==> config.mk <==
export PLATFORM = sky130hd
export DESIGN_NAME = scl_phase_divider
export DESIGN_NICKNAME = d
export VERILOG_FILES = /design/src/rtl/scl_div_pkg.sv /design/src/rtl/scl_div_prescale.sv /design/src/rtl/scl_div_phase_seq.sv /design/src/rtl/scl_div_edge.sv /design/src/rtl/scl_phase_divider.sv
export SDC_FILE = /design/constraint.sdc
export NUM_CORES = 1
export LEC_CHECK = 0
export ABC_AREA = 1
export BUFFER_PORTS_ARGS = -buffer_cell sky130_fd_sc_hd__buf_4
export CAP_MARGIN = 40
export CORE_MARGIN = 2
export CORE_UTILIZATION = 30
export CTS_BUF_LIST = sky130_fd_sc_hd__clkbuf_4
export DETAILED_ROUTE_END_ITERATION = 10
export GPL_ROUTABILITY_DRIVEN = 0
export PLACE_DENSITY = 0.58
export SLEW_MARGIN = 0
export SYNTH_ARGS = -nofsm -noshare
export SYNTH_HDL_FRONTEND = slang
export SYNTH_HIERARCHICAL = 1
export SYNTH_SLANG_ARGS = --single-unit
export TNS_END_PERCENT = 50
==> constraint.sdc <==
create_clock -name clk -period 2.58 [get_ports clk]
set_input_delay 0.129 -clock clk [delete_from_list [all_inputs] [get_ports clk]]
set_output_delay 0.129 -clock clk [all_outputs]
set_load 0.05 [all_outputs]
==> src/rtl/scl_div_pkg.sv <==
package scl_div_pkg;

  typedef enum logic {
    PH_LOW  = 1'b0,
    PH_HIGH = 1'b1
  } scl_phase_e;

  // clocks spent in one SCL half for a given divisor
  function automatic int unsigned half_cycles(input int unsigned div,
                                              input int unsigned sub_ph);
    return sub_ph * (div + 1);
  endfunction

endpackage

==> src/rtl/scl_div_prescale.sv <==
module scl_div_prescale #(
  parameter int unsigned W = 16
) (
  input  logic         clk,
  input  logic         rst_n,
  input  logic         clear,
  input  logic [W-1:0] limit,
  output logic         tick
);

  logic [W-1:0] cnt;

  assign tick = !clear && (cnt == limit);

  always_ff @(posedge clk or negedge rst_n) begin
    if (!rst_n)              cnt <= '0;
    else if (clear || tick)  cnt <= '0;
    else                     cnt <= cnt + 1'b1;
  end

endmodule

==> src/rtl/scl_div_phase_seq.sv <==
module scl_div_phase_seq
  import scl_div_pkg::*;
#(
  parameter int unsigned DIV_W  = 16,
  parameter int unsigned SUB_PH = 8,
  localparam int unsigned SUB_W = $clog2(SUB_PH)
) (
  input  logic             clk,
  input  logic             rst_n,
  input  logic             run,
  input  logic [DIV_W-1:0] cfg_lo,
  input  logic [DIV_W-1:0] cfg_hi,
  input  logic             tick,
  output logic             running,
  output scl_phase_e       phase,
  output logic [DIV_W-1:0] lo_act,
  output logic [DIV_W-1:0] hi_act,
  output logic [DIV_W-1:0] limit,
  output logic [SUB_W-1:0] sub_idx,
  output logic             half_done,
  output logic             period_wrap
);

  localparam logic [SUB_W-1:0] SUB_LAST = SUB_W'(SUB_PH - 1);

  assign limit       = (phase == PH_HIGH) ? hi_act : lo_act;
  assign half_done   = tick && (sub_idx == SUB_LAST);
  assign period_wrap = half_done && (phase == PH_HIGH);

  always_ff @(posedge clk or negedge rst_n) begin
    if (!rst_n) begin
      running <= 1'b0;
      phase   <= PH_LOW;
      sub_idx <= '0;
      lo_act  <= '0;
      hi_act  <= '0;
    end else if (!run) begin
      running <= 1'b0;
      phase   <= PH_LOW;
      sub_idx <= '0;
    end else if (!running) begin
      running <= 1'b1;
      phase   <= PH_LOW;
      sub_idx <= '0;
      lo_act  <= cfg_lo;
      hi_act  <= cfg_hi;
    end else if (tick) begin
      if (half_done) begin
        sub_idx <= '0;
        if (phase == PH_HIGH) begin
          phase  <= PH_LOW;
          lo_act <= cfg_lo;
          hi_act <= cfg_hi;
        end else begin
          phase <= PH_HIGH;
        end
      end else begin
        sub_idx <= sub_idx + 1'b1;
      end
    end
  end

endmodule

==> src/rtl/scl_div_edge.sv <==
module scl_div_edge
  import scl_div_pkg::*;
(
  input  logic       clk,
  input  logic       rst_n,
  input  logic       running,
  input  scl_phase_e phase,
  output logic       scl,
  output logic       rise,
  output logic       fall
);

  logic scl_q;

  assign scl  = !running || (phase == PH_HIGH);
  assign rise = scl && !scl_q;
  assign fall = !scl && scl_q;

  always_ff @(posedge clk or negedge rst_n) begin
    if (!rst_n) scl_q <= 1'b1;
    else        scl_q <= scl;
  end

endmodule

==> src/rtl/scl_phase_divider.sv <==
module scl_phase_divider
  import scl_div_pkg::*;
#(
  parameter int unsigned DIV_W  = 16,
  parameter int unsigned SUB_PH = 8,
  localparam int unsigned CFG_W = 2 * DIV_W,
  localparam int unsigned SUB_W = $clog2(SUB_PH)
) (
  input  logic             clk,
  input  logic             rst_n,
  input  logic [CFG_W-1:0] div_cfg,
  input  logic             run_en,
  output logic             scl_o,
  output logic             phase_tick,
  output logic             scl_rise,
  output logic             scl_fall
);

  logic [DIV_W-1:0] cfg_lo, cfg_hi;
  logic [DIV_W-1:0] lo_act, hi_act, cur_limit;
  logic [SUB_W-1:0] sub_idx;
  logic             act_running, tick, half_done, period_wrap;
  scl_phase_e       cur_phase;

  assign cfg_lo = div_cfg[DIV_W-1:0];
  assign cfg_hi = div_cfg[CFG_W-1:DIV_W];

  scl_div_prescale #(.W(DIV_W)) u_pre (
    .clk   (clk),
    .rst_n (rst_n),
    .clear (!act_running),
    .limit (cur_limit),
    .tick  (tick)
  );

  scl_div_phase_seq #(.DIV_W(DIV_W), .SUB_PH(SUB_PH)) u_seq (
    .clk         (clk),
    .rst_n       (rst_n),
    .run         (run_en),
    .cfg_lo      (cfg_lo),
    .cfg_hi      (cfg_hi),
    .tick        (tick),
    .running     (act_running),
    .phase       (cur_phase),
    .lo_act      (lo_act),
    .hi_act      (hi_act),
    .limit       (cur_limit),
    .sub_idx     (sub_idx),
    .half_done   (half_done),
    .period_wrap (period_wrap)
  );

  scl_div_edge u_edge (
    .clk     (clk),
    .rst_n   (rst_n),
    .running (act_running),
    .phase   (cur_phase),
    .scl     (scl_o),
    .rise    (scl_rise),
    .fall    (scl_fall)
  );

  assign phase_tick = tick;

endmodule

## Yosys cells after proc, flatten, opt, wreduce, memory -nomap -nowiden

Cells that the tools add are included.

| cells by class | value |
|---|---|
| $add $sub $neg | 2 |
| equality and inequality tests | 7 |
| mux-type cells | 20 |
| reductions and logical operators | 11 |

Operator list:

| kind | count |
|---|---|
| $mux 16 | 10 |
| $add 16x1->16 const B | 1 |
| $eq 16x16->1 | 1 |
| $mux 3 | 4 |
| $mux 1 | 6 |
| $ne 2x2->1 const B | 3 |
| $ne 3x3->1 const B | 2 |
| $logic_and 1x1->1 | 4 |
| $reduce_and 4->1 | 1 |
| $add 3x1->3 const B | 1 |
| $eq 3x3->1 const B | 1 |
| $logic_not 1->1 | 3 |
| $logic_or 1x1->1 | 2 |
| $reduce_and 2->1 | 1 |

| word-level totals | value |
|---|---|
| bits in registers | 54 |
| bits of input ports | 35 |
| output and inout port bits | 4 |
| logic and storage cells | 47 |

## Longest topological paths before layout

Gate-level depths: netlist of run 1.

| depth | value |
|---|---|
| depth after elaboration | 8 |
| mapped depth | 19 |
| depth with buffers taken out | 16 |

## Hierarchy

The synthesis of run 1 kept the hierarchy.

Modules (own cells, without submodules):

| module | instances | cells each | area each (um^2) | sequential area each (um^2) |
|---|---|---|---|---|
| scl_div_phase_seq | 1 | 216 | 1,735.4 | 925.9 |
| scl_div_prescale | 1 | 179 | 1,171.1 | 400.4 |
| scl_div_edge | 1 | 6 | 51.3 | 26.3 |
| scl_phase_divider | 1 | 1 | 3.8 | 0.0 |

## Worst setup path before layout of run 1

No wires, ideal clock.

| path | value |
|---|---|
| path type | flip-flop to flip-flop |
| start | reg u_seq.phase |
| end | reg u_seq.hi_act[11] |
| library setup time | 0.117 ns |
| arrival | 2.995 ns |
| data required time | 2.463 ns |
| path slack | -0.532 ns |
| cell stages (with the launch flop) | 20 |
| path buffers | 3 |
| clock period less this slack | 3.112 ns |
| cells stage by stage | dfrtp_1 buf_2 inv_1 buf_2 nand2_1 nand2_1 inv_1 nand2_1 nand2_1 nor2_1 nand2_1 nor2_2 nand2_2 nor2_1 nand3_2 nand2_4 nand2_4 buf_6 nand2_1 nand2_1 |

| between the ends | value |
|---|---|
| cells in the longest elaborated chain, start to end | 6 |
| elaborated cells on any way between the ends | 8 |
| those cells by class | eq/ne: 4; mux: 1; reduce/logical: 3 |

Ends and longest elaborated chain:

| what | RTL line | text |
|---|---|---|
| start: declaration | scl_div_phase_seq.sv:15 | `output scl_phase_e phase,` |
| start signal: assignment | scl_div_phase_seq.sv:33 | `phase <= PH_LOW;` |
| start signal: assignment | scl_div_phase_seq.sv:39 | `phase <= PH_LOW;` |
| start signal: assignment | scl_div_phase_seq.sv:43 | `phase <= PH_LOW;` |
| $mux 16 (*) | scl_div_phase_seq.sv:26 | `assign limit = (phase == PH_HIGH) ? hi_act : lo_act;` |
| via cur_limit[9] | scl_phase_divider.sv:20 | `logic [DIV_W-1:0] lo_act, hi_act, cur_limit;` |
| $eq 16x16->1 (*) | scl_div_prescale.sv:13 | `assign tick = !clear && (cnt == limit);` |
| $logic_and 1x1->1 (*) | scl_div_prescale.sv:13 |  |
| via phase_tick | scl_phase_divider.sv:14 | `output logic phase_tick,` |
| $logic_and 1x1->1 | scl_div_phase_seq.sv:27 | `assign half_done = tick && (sub_idx == SUB_LAST);` |
| $ne 2x2->1 (no line) | - |  |
| $reduce_and 4->1 (no line) (*) | - |  |
| end signal: assignment | scl_div_phase_seq.sv:46 | `hi_act <= cfg_hi;` |
| end signal: assignment | scl_div_phase_seq.sv:53 | `hi_act <= cfg_hi;` |
| end: declaration | scl_div_phase_seq.sv:17 | `output logic [DIV_W-1:0] hi_act,` |

The timed path passes the listed nets; every way through them passes the cells marked *.
A chain may end at the register's enable or synchronous reset.

## Final worst setup path of run 1

| path | value |
|---|---|
| start | reg u_seq.phase |
| end | out phase_tick |

| between the ends | value |
|---|---|
| cells in the longest elaborated chain, start to end | 3 |

Ends and longest elaborated chain:

| what | RTL line |
|---|---|
| $mux 16 | scl_div_phase_seq.sv:26 |
| via cur_limit[5] | scl_phase_divider.sv:20 |
| $eq 16x16->1 | scl_div_prescale.sv:13 |
| $logic_and 1x1->1 | scl_div_prescale.sv:13 |
| end: declaration | scl_phase_divider.sv:14 |

The timed path passes the listed nets, and every way through them passes these cells.

==> impl_metrics.py, run 1 <==
metrics = {
    "status": {
        "outcome": "finished clean",
    },
    "floorplanning": {
        "io_pins": 39,
        "rows": 36,
        "core_area_mm2": 0.00968,
        "die_y_um": 103,
        "die_area_mm2": 0.0107,
        "start_util": 0.306,
        "die-width_um": 103,
    },
    "critical_path": {
        "path_max_fanout": 10,
        "critPathCapture": "phase_tick",
        "r2r-end": "u_seq/lo_act[0]$_DFFE_PN0P_",
        "critPathLaunch": "u_seq/phase$_DFFE_PN0P_",
        "reg2reg_setup_slack_ns": 0.27,
        "r2r_start": "u_seq/phase$_DFFE_PN0P_",
        "cp-end-kind": "output port",
        "reg2reg_depth": 17,
        "critPathLaunchType": "flop",
        "critPathRequiredTime_ns": 2.45,
        "worst-setup-path-type": "reg2out",
        "arrival_ns": 2.20,
    },
    "placed_design": {
        "hpwl_um": 4650,
        "postPlaceCellArea_mm2": 0.00333,
        "place_inst": 562,
        "place_ws_ns": 0.124,
        "io_buffers": 38,
    },
    "finish": {
        "layout-drive-gt1-share": 0.166,
        "final_cell_count_no_fill": 603,
        "final_net_count": 507,
        "stdcell_area_mm2": 0.00373,
        "area_delta_synth_final_pct": 25.9,
        "postLayoutCoreUtil": 0.385,
        "antennaDiodeCount": 0,
    },
    "power": {
        "ir_drop_mv": 0.200,
        "power_density_mw_per_mm2": 441,
        "p_leak_nw": 1.89,
    },
    "synthesis": {
        "synth_xor_area_frac": 0.0384,
        "synthSimpleGateAreaFrac": 0.397,
        "yosysWarnings": 6,
        "synth_top_family_by_area": "simple AND/OR/NAND/NOR gates",
        "synth_top_area_cell": "dfrtp_1",
        "yosys.area.top_type_share": 0.448,
        "synth_nets": 440,
        "synth_compound_area_frac": 0.00549,
        "synth-seq-cells": 54,
        "yosysUniqueCellTypes": 26,
        "synth_area_leaders": "dfrtp_1 45%, nand2_1 23%, nand3_1 6.1%",
        "synth.most_common_cell": "nand2_1",
        "synth_fa_ha_area_frac": 0.0127,
        "muxShareOfSynthArea": 0,
        "synth-edff-count": 0,
        "async_flop_share": 1.00,
        "avgSynthCellArea_um2": 7.37,
        "yosysSeqAreaShare": 0.457,
        "synth_commonest_cells": "179 x nand2_1, 53 x dfrtp_1, 36 x nand3_1",
        "synth_ff_type": "dfrtp_1",
        "synth_area_mm2": 0.00296,
        "synth_cells": 402,
    },
    "drt": {
        "first_pass_iters": 4,
        "drtAntennaViolNets": 0,
        "drt_iter0_drc": 101,
        "vias": 2556,
        "drc_errors": 0,
        "routedWlPerCell_um": 10.7,
        "drt_wl_total_um": 6450,
        "via_per_inst": 4.24,
    },
    "sta": {
        "finalHoldViolations": 0,
        "period_minus_slack_ns": 2.32,
        "fin_setup_tns_ns": 0,
        "min_period_over_period": 0.901,
        "maxClockFrequency_mhz": 430,
        "setup-violations-final": 0,
        "maxSlewViolCount": 0,
        "slew_headroom": 0.551,
        "rsz0062_at_grt": "no",
        "clock_skew_ns": 0.0177,
        "worstMarginPinSlew_ns": 0.673,
        "postLayoutSetupSlackWorst_ns": 0.255,
    },
    "clock_tree": {
        "clk_pin_slew_ns": 0.14,
        "clockBufferDepth": 2,
        "clock-sinks": 54,
        "htree_levels": 2,
        "cts_tree": "done",
        "cts-root-buf": "clkbuf_4",
        "cts_buffers": 5,
        "clk_latency_ns": 0.37,
    },
    "global_route": {
        "grt_max_degree": 55,
        "grt_pass1_wl_um": 11200,
        "grt_overflow": 0,
        "grtUsageTotal": 0.131,
        "first_global_vias": 2444,
        "antenna_found_initial": 0,
    },
    "job": {
        "drv_cap": 0,
    },
    "hold_path": {
        "min_from": "div_cfg[13]",
        "hp-class": "in2reg",
    },
}
-- placed cells by master (no fill, tap or decap), types with 2 or more instances in the layout --
master         instances
nand2_4                2
inv_1                 34
nor2_1                29
buf_4                 41
a21oi_1                2
ha_1                   3
nor3_1                 4
dfrtp_1               53
nor2_2                14
nand2_2                2
nand3_2                2
dlygate4sd3_1         32
nand3_1               36
clkbuf_4               5
inv_2                  6
clkinv_1               2
xor2_1                10
xnor2_1                3
nand4_1                2
nand2_1              179
-- cell type report --
cell class	count	area (um^2)
well taps	133	166
flip-flops and latches	54	1350
repair buffers	74	648
clock inverters	3	16.3
inverters	40	150
clock buffers	5	37.5
fillers	987	5950
multi-input cells	294	1360
-- layer usage --
layer	global-route usage	vias up	wire length, um
met5	0	-	0
met2	0.210	43	2990
met4	0.0344	0	55
met1	0.186	1160	3230
met3	0.0181	4	171
li1	-	1349	-
-- worst max-delay path, cell delays in order (launching register included) --
cell and delay, ns:
dfrtp_1 0.40, inv_1 0.16, buf_4 0.20, nand2_1 0.06
nand2_1 0.09, inv_1 0.05, nand2_1 0.05, nand2_1 0.05
nor2_1 0.14, nand2_1 0.07, nor2_1 0.11, nand2_2 0.11
nor2_4 0.15, buf_4 0.22
-- worst min-delay path by stage --
stage | cells past startpoint | to | slack, ns
final | 3 | u_seq/lo_act[13]$_DFFE_PN0P_ | 0.02
after CTS | 3 | u_seq/lo_act[13]$_DFFE_PN0P_ | 0.002
after global routing | 3 | u_seq/lo_act[13]$_DFFE_PN0P_ | 0.01
after global placement | 1 | u_seq/sub_idx[0]$_DFFE_PN0P_ | 0.22
after detailed placement | 1 | u_seq/sub_idx[2]$_DFFE_PN0P_ | 0.22
after floorplan | 0 | u_pre/cnt[0]$_DFF_PN0_ | -0.17
-- timing repair --
action,4_1_cts,5_1_grt
hold buffers,32,0
setup endpoints to repair,0,33
resized for setup,0,4
hold endpoints to repair,84,0
setup buffers,0,1
-- stage by stage --
stage / hold slack [ns] / power [mW]
detailed placement: 0.221 / 1.26
global route: 0.0122 / 1.75
floorplan: -0.167 / 1.15
finish: 0.0178 / 1.64
global placement: 0.221 / 1.25
CTS: 0.00219 / 1.66
-- power breakdown --
group	internal, mW	switching (mW)
Clock	0.103	0.262
Sequential	0.915	0.0486
Combinational	0.144	0.172
-- flip-flops by register name, summed over array words and instances, names as in the netlist --
name,count
u_seq/sub_idx,3
u_seq/phase,1
u_edge/scl_q,1
u_seq/hi_act,16
u_seq/running,1
u_seq/lo_act,16
u_pre/cnt,16
-- logic make-up after synthesis --
| kind of cell | after synthesis |
|---|---|
| simple gates | 275 |
| buf+inv | 54 |
| flops | 54 |
| xor+xnor | 13 |
| compound gates | 3 |
| fa+ha+maj | 3 |
(Power assumes the default switching activity.)
==> run 2: changes to the inputs <==
--- a/config.mk
+++ b/config.mk
@@ -9,11 +9,11 @@
 export BUFFER_PORTS_ARGS = -buffer_cell sky130_fd_sc_hd__buf_4
 export CAP_MARGIN = 40
 export CORE_MARGIN = 2
-export CORE_UTILIZATION = 30
+export CORE_UTILIZATION = 45
 export CTS_BUF_LIST = sky130_fd_sc_hd__clkbuf_4
 export DETAILED_ROUTE_END_ITERATION = 10
 export GPL_ROUTABILITY_DRIVEN = 0
-export PLACE_DENSITY = 0.58
+export PLACE_DENSITY = 0.76
 export SLEW_MARGIN = 0
 export SYNTH_ARGS = -nofsm -noshare
 export SYNTH_HDL_FRONTEND = slang
==> run 2 against run 1 <==
  * Final cell count is 9.6% lower
  * Register-to-register slack got worse by 0.02 ns
  * Flip-flop and latch count is the same
  * Wire length increased by 0.93%
  * Power fell by 0.86%
  * Sequential share of layout area rose by 0.78 points
  * Worst setup slack worse by 0.028 ns
  * Core utilization grew 19 points
  * Via count up 3.8%
  * Maximum frequency is 1.2% lower
  * Critical path depth decreased by 1
  * First-iteration DRC count rose by 3.0%
  * Largest power group unchanged
  * Highest routed layer unchanged
==> impl_metrics.py, run 2 (synthesis gave the netlist of run 1 again) <==
metrics = {
    "hold_path": {
        "min_from": "div_cfg[26]",
        "hp-class": "in2reg",
        "min_path_cells": 3,
        "whs_endpoint": "u_seq/hi_act[10]$_DFFE_PN0P_",
    },
    "finish": {
        "fillers": 548,
        "area_delta_synth_final_pct": 23.4,
        "final_net_count": 506,
        "layout-drive-gt1-share": 0.171,
        "layout_common_cells": "179 x nand2_1, 52 x dfrtp_1, 38 x buf_4",
        "final_cell_count_no_fill": 545,
        "stdcell_area_mm2": 0.00365,
        "antennaDiodeCount": 0,
        "postLayoutCoreUtil": 0.576,
        "layout_commonest_cell": "nand2_1",
        "top_regs": "u_pre/cnt (16), u_seq/hi_act (16), u_seq/lo_act (16)",
    },
    "placed_design": {
        "hpwl_um": 4420,
        "io_buffers": 38,
        "place_ws_ns": 0.0775,
        "postPlaceCellArea_mm2": 0.00325,
        "place_inst": 505,
    },
    "floorplanning": {
        "rows": 29,
        "die_y_um": 85.1,
        "die_area_mm2": 0.00725,
        "start_util": 0.466,
        "die-width_um": 85.1,
        "io_pins": 39,
        "core_area_mm2": 0.00635,
    },
    "clock_tree": {
        "clock-sinks": 54,
        "clk_latency_ns": 0.36,
        "htree_levels": 2,
        "cts_buffers": 5,
        "cts_tree": "done",
        "clk_pin_slew_ns": 0.14,
        "cts-root-buf": "clkbuf_4",
        "clockBufferDepth": 2,
        "cts_setup_buffers": 0,
    },
    "sta": {
        "maxClockFrequency_mhz": 425,
        "min_period_over_period": 0.912,
        "hold_ws_ns": 0.0282,
        "fin_setup_tns_ns": 0,
        "finalHoldViolations": 0,
        "postLayoutSetupSlackWorst_ns": 0.227,
        "slew_headroom": 0.551,
        "worstMarginPinSlew_ns": 0.673,
        "rsz0062_at_grt": "no",
        "setup-violations-final": 0,
        "clock_skew_ns": 0.00912,
        "period_minus_slack_ns": 2.35,
        "maxSlewViolCount": 0,
    },
    "power": {
        "power_density_mw_per_mm2": 446,
        "combPwrFrac": 0.196,
        "p_sw_mw": 0.473,
        "power_mw": 1.63,
        "p_int_mw": 1.16,
        "power_switching_share": 0.290,
        "clock_power_share": 0.214,
        "p_leak_nw": 1.88,
        "ir_drop_mv": 0.264,
        "p_seq_frac": 0.590,
    },
    "drt": {
        "drt_wl_total_um": 6510,
        "wl_met1_um": 3000,
        "drtAntennaViolNets": 0,
        "met3_length_um": 236,
        "first_pass_iters": 5,
        "routedWlPerCell_um": 11.9,
        "drc_errors": 0,
        "highest_layer": "met4",
        "via_per_inst": 4.87,
        "drt_iter0_drc": 104,
        "vias": 2654,
        "dr_wl_met2_um": 3210,
    },
    "global_route": {
        "grtUsageTotal": 0.196,
        "first_global_vias": 2578,
        "grt_max_degree": 55,
        "grt_overflow": 0,
        "antenna_found_initial": 0,
        "grt_pass1_wl_um": 11600,
    },
    "critical_path": {
        "reg2reg_setup_slack_ns": 0.25,
        "cp-end-kind": "output port",
        "path_max_fanout": 19,
        "critPathLaunchType": "flop",
        "reg2reg_depth": 16,
        "arrival_ns": 2.22,
        "critPathRequiredTime_ns": 2.45,
        "worst-setup-path-type": "reg2out",
        "r2r_start": "u_seq/phase$_DFFE_PN0P_",
        "r2r-end": "u_seq/lo_act[3]$_DFFE_PN0P_",
    },
    "job": {
        "drv_cap": 0,
    },
    "status": {
        "outcome": "finished clean",
    },
}
-- run 2: cell types whose count changed in the layout (fill, tap and decap cells not counted) --
cell        change
inv_1           -1
dfrtp_1         -1
clkinv_4        -1
clkinv_1        -2
dfrtp_2         +1
buf_4           -3
buf_6           +1
clkinv_2        +2
clkinvlp_4      +2
-- run 2: what timing repair did --
action                                  CTS  global route
hold endpoints to repair                 84             0
endpoints found under the setup margin    0            33
resized for setup                         0             8
hold buffers                             32             0
-- run 2: worst max path at each step --
stage                             from                            to  slack [ns]  depth (start not counted)
3_3_place_gp   u_seq/phase$_DFFE_PN0P_  u_seq/hi_act[11]$_DFFE_PN0P_        0.18                         16
6_report       u_seq/phase$_DFFE_PN0P_                    phase_tick        0.23                         12
3_5_place_dp   u_seq/phase$_DFFE_PN0P_  u_seq/hi_act[10]$_DFFE_PN0P_        0.08                         16
2_1_floorplan  u_seq/phase$_DFFE_PN0P_  u_seq/hi_act[11]$_DFFE_PN0P_        0.08                         19
4_1_cts        u_seq/phase$_DFFE_PN0P_  u_seq/hi_act[10]$_DFFE_PN0P_        0.04                         16
5_1_grt        u_seq/phase$_DFFE_PN0P_                    phase_tick        0.03                         12
-- run 2: power by group through the flow --
stage          Sequential (mW)  Clock (mW)  Combinational, mW
3_5_place_dp             0.978           0              0.275
6_report                 0.962       0.349              0.319
5_1_grt                  0.972       0.402              0.366
3_3_place_gp             0.977           0              0.264
4_1_cts                  0.962       0.364              0.313
2_1_floorplan            0.962           0              0.193
-- run 2: worst max-delay path, stage by stage (launching register included) --
cell and delay [ns]:
dfrtp_2 0.46, buf_6 0.20, nand2_1 0.08, nand2_1 0.12
inv_1 0.05, nand2_1 0.05, nand2_1 0.05, nor2_1 0.11
nand2_1 0.07, nor2_1 0.13, nand2_2 0.11, nor2_4 0.18
buf_4 0.23
-- run 2: area by class of cell --
type,count,area [um^2],area share
Timing Repair inverter,1,7.51,0.00205
Inverter,40,154,0.0421
Multi-Input combinational cell,294,1360,0.372
Clock inverter,2,10.0,0.00274
Timing Repair Buffer,72,637,0.174
Sequential cell,54,1350,0.370
Tap cell,77,96.3,0.0264
Clock buffer,5,37.5,0.0103
-- run 2: per-layer routing --
metal | track usage | vias to the layer above
met5 | 0 | -
met4 | 0.0491 | 0
met3 | 0.0350 | 4
met2 | 0.314 | 60
met1 | 0.278 | 1238
li1 | - | 1352
==> run 3: changes to the inputs <==
==> constraint.sdc (replaced) <==
create_clock -name clk -period 2.58 [get_ports clk]
set_input_delay 0.516 -clock clk [delete_from_list [all_inputs] [get_ports clk]]
set_output_delay 0.516 -clock clk [all_outputs]
set_load 0.05 [all_outputs]
==> run 3 against run 2 <==
  * Die area unchanged
  * Power grew 5.5%
  * Worst hold slack improved by 0.11 ns
  * Critical path depth is the same
  * Maximum frequency decreased by 6.4%
  * Non-clock buffer count decreased by 27
  * Sequential power about the same
  * Flip-flop and latch count stayed put
  * Count of clock-buffer cells in the layout is the same
  * Largest power group unchanged
==> impl_metrics.py, run 3 (synthesis gave the netlist of run 1 again) <==
metrics = {
    "status": {
        "outcome": "finished clean",
    },
    "sta": {
        "period_minus_slack_ns": 2.51,
        "hold_ws_ns": 0.143,
        "fin_setup_tns_ns": 0,
        "maxSlewViolCount": 0,
        "finalHoldViolations": 0,
        "postLayoutSetupSlackWorst_ns": 0.0660,
        "min_period_over_period": 0.974,
        "maxClockFrequency_mhz": 398,
        "clock_skew_ns": 0.00610,
        "rsz0062_at_grt": "yes",
        "slew_headroom": 0.550,
        "setup-violations-final": 0,
        "worstMarginPinSlew_ns": 0.675,
    },
    "floorplanning": {
        "die-width_um": 85.1,
        "start_util": 0.466,
        "core_area_mm2": 0.00635,
        "die_area_mm2": 0.00725,
        "rows": 29,
        "io_pins": 39,
        "die_y_um": 85.1,
    },
    "job": {
        "drv_cap": 0,
    },
    "global_route": {
        "antenna_found_initial": 0,
        "grtUsageTotal": 0.185,
        "grt_overflow": 0,
        "grt_max_degree": 55,
        "grt_pass1_wl_um": 10800,
        "first_global_vias": 2311,
    },
    "critical_path": {
        "cp-end-kind": "output port",
        "critPathSlowestCell": "dfrtp_1",
        "cpMostUsedCell": "nand2_1",
        "path_cells": "clkinvlp_4 -> buf_4 -> nand2_1 -> nand2_1 -> nand2_1 -> nand2_1 -> nor2_1 -> nand2_1 -> nor2_2 -> nand2_2 -> nor2_4 -> buf_8",
        "slowest_delay_ns": 0.43,
        "reg2reg_depth": 17,
        "r2r-end": "u_seq/hi_act[7]$_DFFE_PN0P_",
        "path_max_fanout": 4,
        "critPathRequiredTime_ns": 2.06,
        "arrival_ns": 2.00,
        "critPathLaunchType": "flop",
        "reg2reg_setup_slack_ns": 0.28,
        "worst-setup-path-type": "reg2out",
        "r2r_start": "u_seq/phase$_DFFE_PN0P_",
    },
    "clock_tree": {
        "cts_tree": "done",
        "clk_pin_slew_ns": 0.16,
        "htree_levels": 2,
        "clock-sinks": 54,
        "clockBufferDepth": 2,
        "cts-root-buf": "clkbuf_4",
        "clk_latency_ns": 0.37,
        "cts_buffers": 5,
    },
    "power": {
        "p_leak_nw": 1.80,
        "power_density_mw_per_mm2": 503,
        "p_seq_frac": 0.559,
        "clock_power_share": 0.279,
        "combPwrFrac": 0.162,
        "ir_drop_mv": 0.280,
        "power_switching_share": 0.282,
        "p_int_mw": 1.24,
        "p_sw_mw": 0.485,
        "power_mw": 1.72,
    },
    "finish": {
        "layout_common_cells": "175 x nand2_1, 53 x dfrtp_1, 41 x buf_4",
        "final_net_count": 478,
        "fillers": 590,
        "layout_commonest_cell": "nand2_1",
        "postLayoutCoreUtil": 0.539,
        "antennaDiodeCount": 0,
        "area_delta_synth_final_pct": 15.6,
        "top_regs": "u_pre/cnt (16), u_seq/hi_act (16), u_seq/lo_act (16)",
        "layout-drive-gt1-share": 0.204,
    },
    "placed_design": {
        "place_ws_ns": 0.134,
        "io_buffers": 38,
        "hpwl_um": 4430,
    },
    "hold_path": {
        "hp-class": "in2async",
    },
    "drt": {
        "drtAntennaViolNets": 0,
        "first_pass_iters": 4,
        "drt_wl_total_um": 6090,
        "via_per_inst": 4.73,
        "vias": 2449,
        "routedWlPerCell_um": 11.7,
        "drt_iter0_drc": 129,
        "drc_errors": 0,
    },
}
run 3: changes by cell type in the layout (fill, tap and decap cells not counted), sizes merged:
cell / change
dlygate4sd3: -32
buf: +5
bufinv: +1
clkinv: -1
clkinvlp: -1
inv: +1
run 3: layout make-up:
class                   count  area, um^2  area share
clock buffers               5        37.5      0.0110
clock inverters             3        43.8      0.0128
inverters                  40         154      0.0450
multi-input cells         294        1370       0.400
flip-flops and latches     54        1350       0.395
well taps                  77        96.3      0.0281
repair buffers             45         369       0.108
run 3: worst max-delay path by stage:
stage,end,cells after the start,slack [ns],start
after global routing,phase_tick,12,-0.12,u_seq/phase$_DFFE_PN0P_
after global placement,u_seq/hi_act[11]$_DFFE_PN0P_,16,0.19,u_seq/phase$_DFFE_PN0P_
after floorplan,u_seq/hi_act[11]$_DFFE_PN0P_,19,0.08,u_seq/phase$_DFFE_PN0P_
final,phase_tick,12,0.07,u_seq/phase$_DFFE_PN0P_
after CTS,phase_tick,12,0.004,u_seq/phase$_DFFE_PN0P_
after detailed placement,u_seq/hi_act[10]$_DFFE_PN0P_,16,0.13,u_seq/phase$_DFFE_PN0P_
run 3: power by group through the flow:
stage / clock network [mW] / registers, mW / logic [mW]
2_1_floorplan: 0 / 0.962 / 0.193
3_3_place_gp: 0 / 0.978 / 0.265
3_5_place_dp: 0 / 0.978 / 0.273
4_1_cts: 0.494 / 0.962 / 0.274
5_1_grt: 0.527 / 0.972 / 0.321
6_report: 0.480 / 0.963 / 0.278
run 3: worst max-delay path, delay by kind of cell, from the launching register on:
kind | cells | cell delay (ns)
buffers and inverters | 3 | 0.45
DFF | 1 | 0.43
and+or+nand+nor | 9 | 0.75
run 3: repair_timing:
item                                    in CTS  in global routing
endpoints found under the setup margin       1                 33
pin swaps                                    1                  6
hold buffers                                 0                  0
setup buffers                                4                  1
resized for setup                            3                 10
run 3: per-stage QoR:
step,cell area (um^2),cells
6_report,3420,518
3_5_place_dp,3250,505
4_1_cts,3380,517
5_1_grt,3420,518
2_1_floorplan,2970,402
3_3_place_gp,3250,505
run 3: layer usage:
layer | share of wire | GRT usage
met1 | 0.49 | 0.265
met2 | 0.46 | 0.287
met4 | 0.0081 | 0.0534
met3 | 0.038 | 0.0360
met5 | 0 | 0
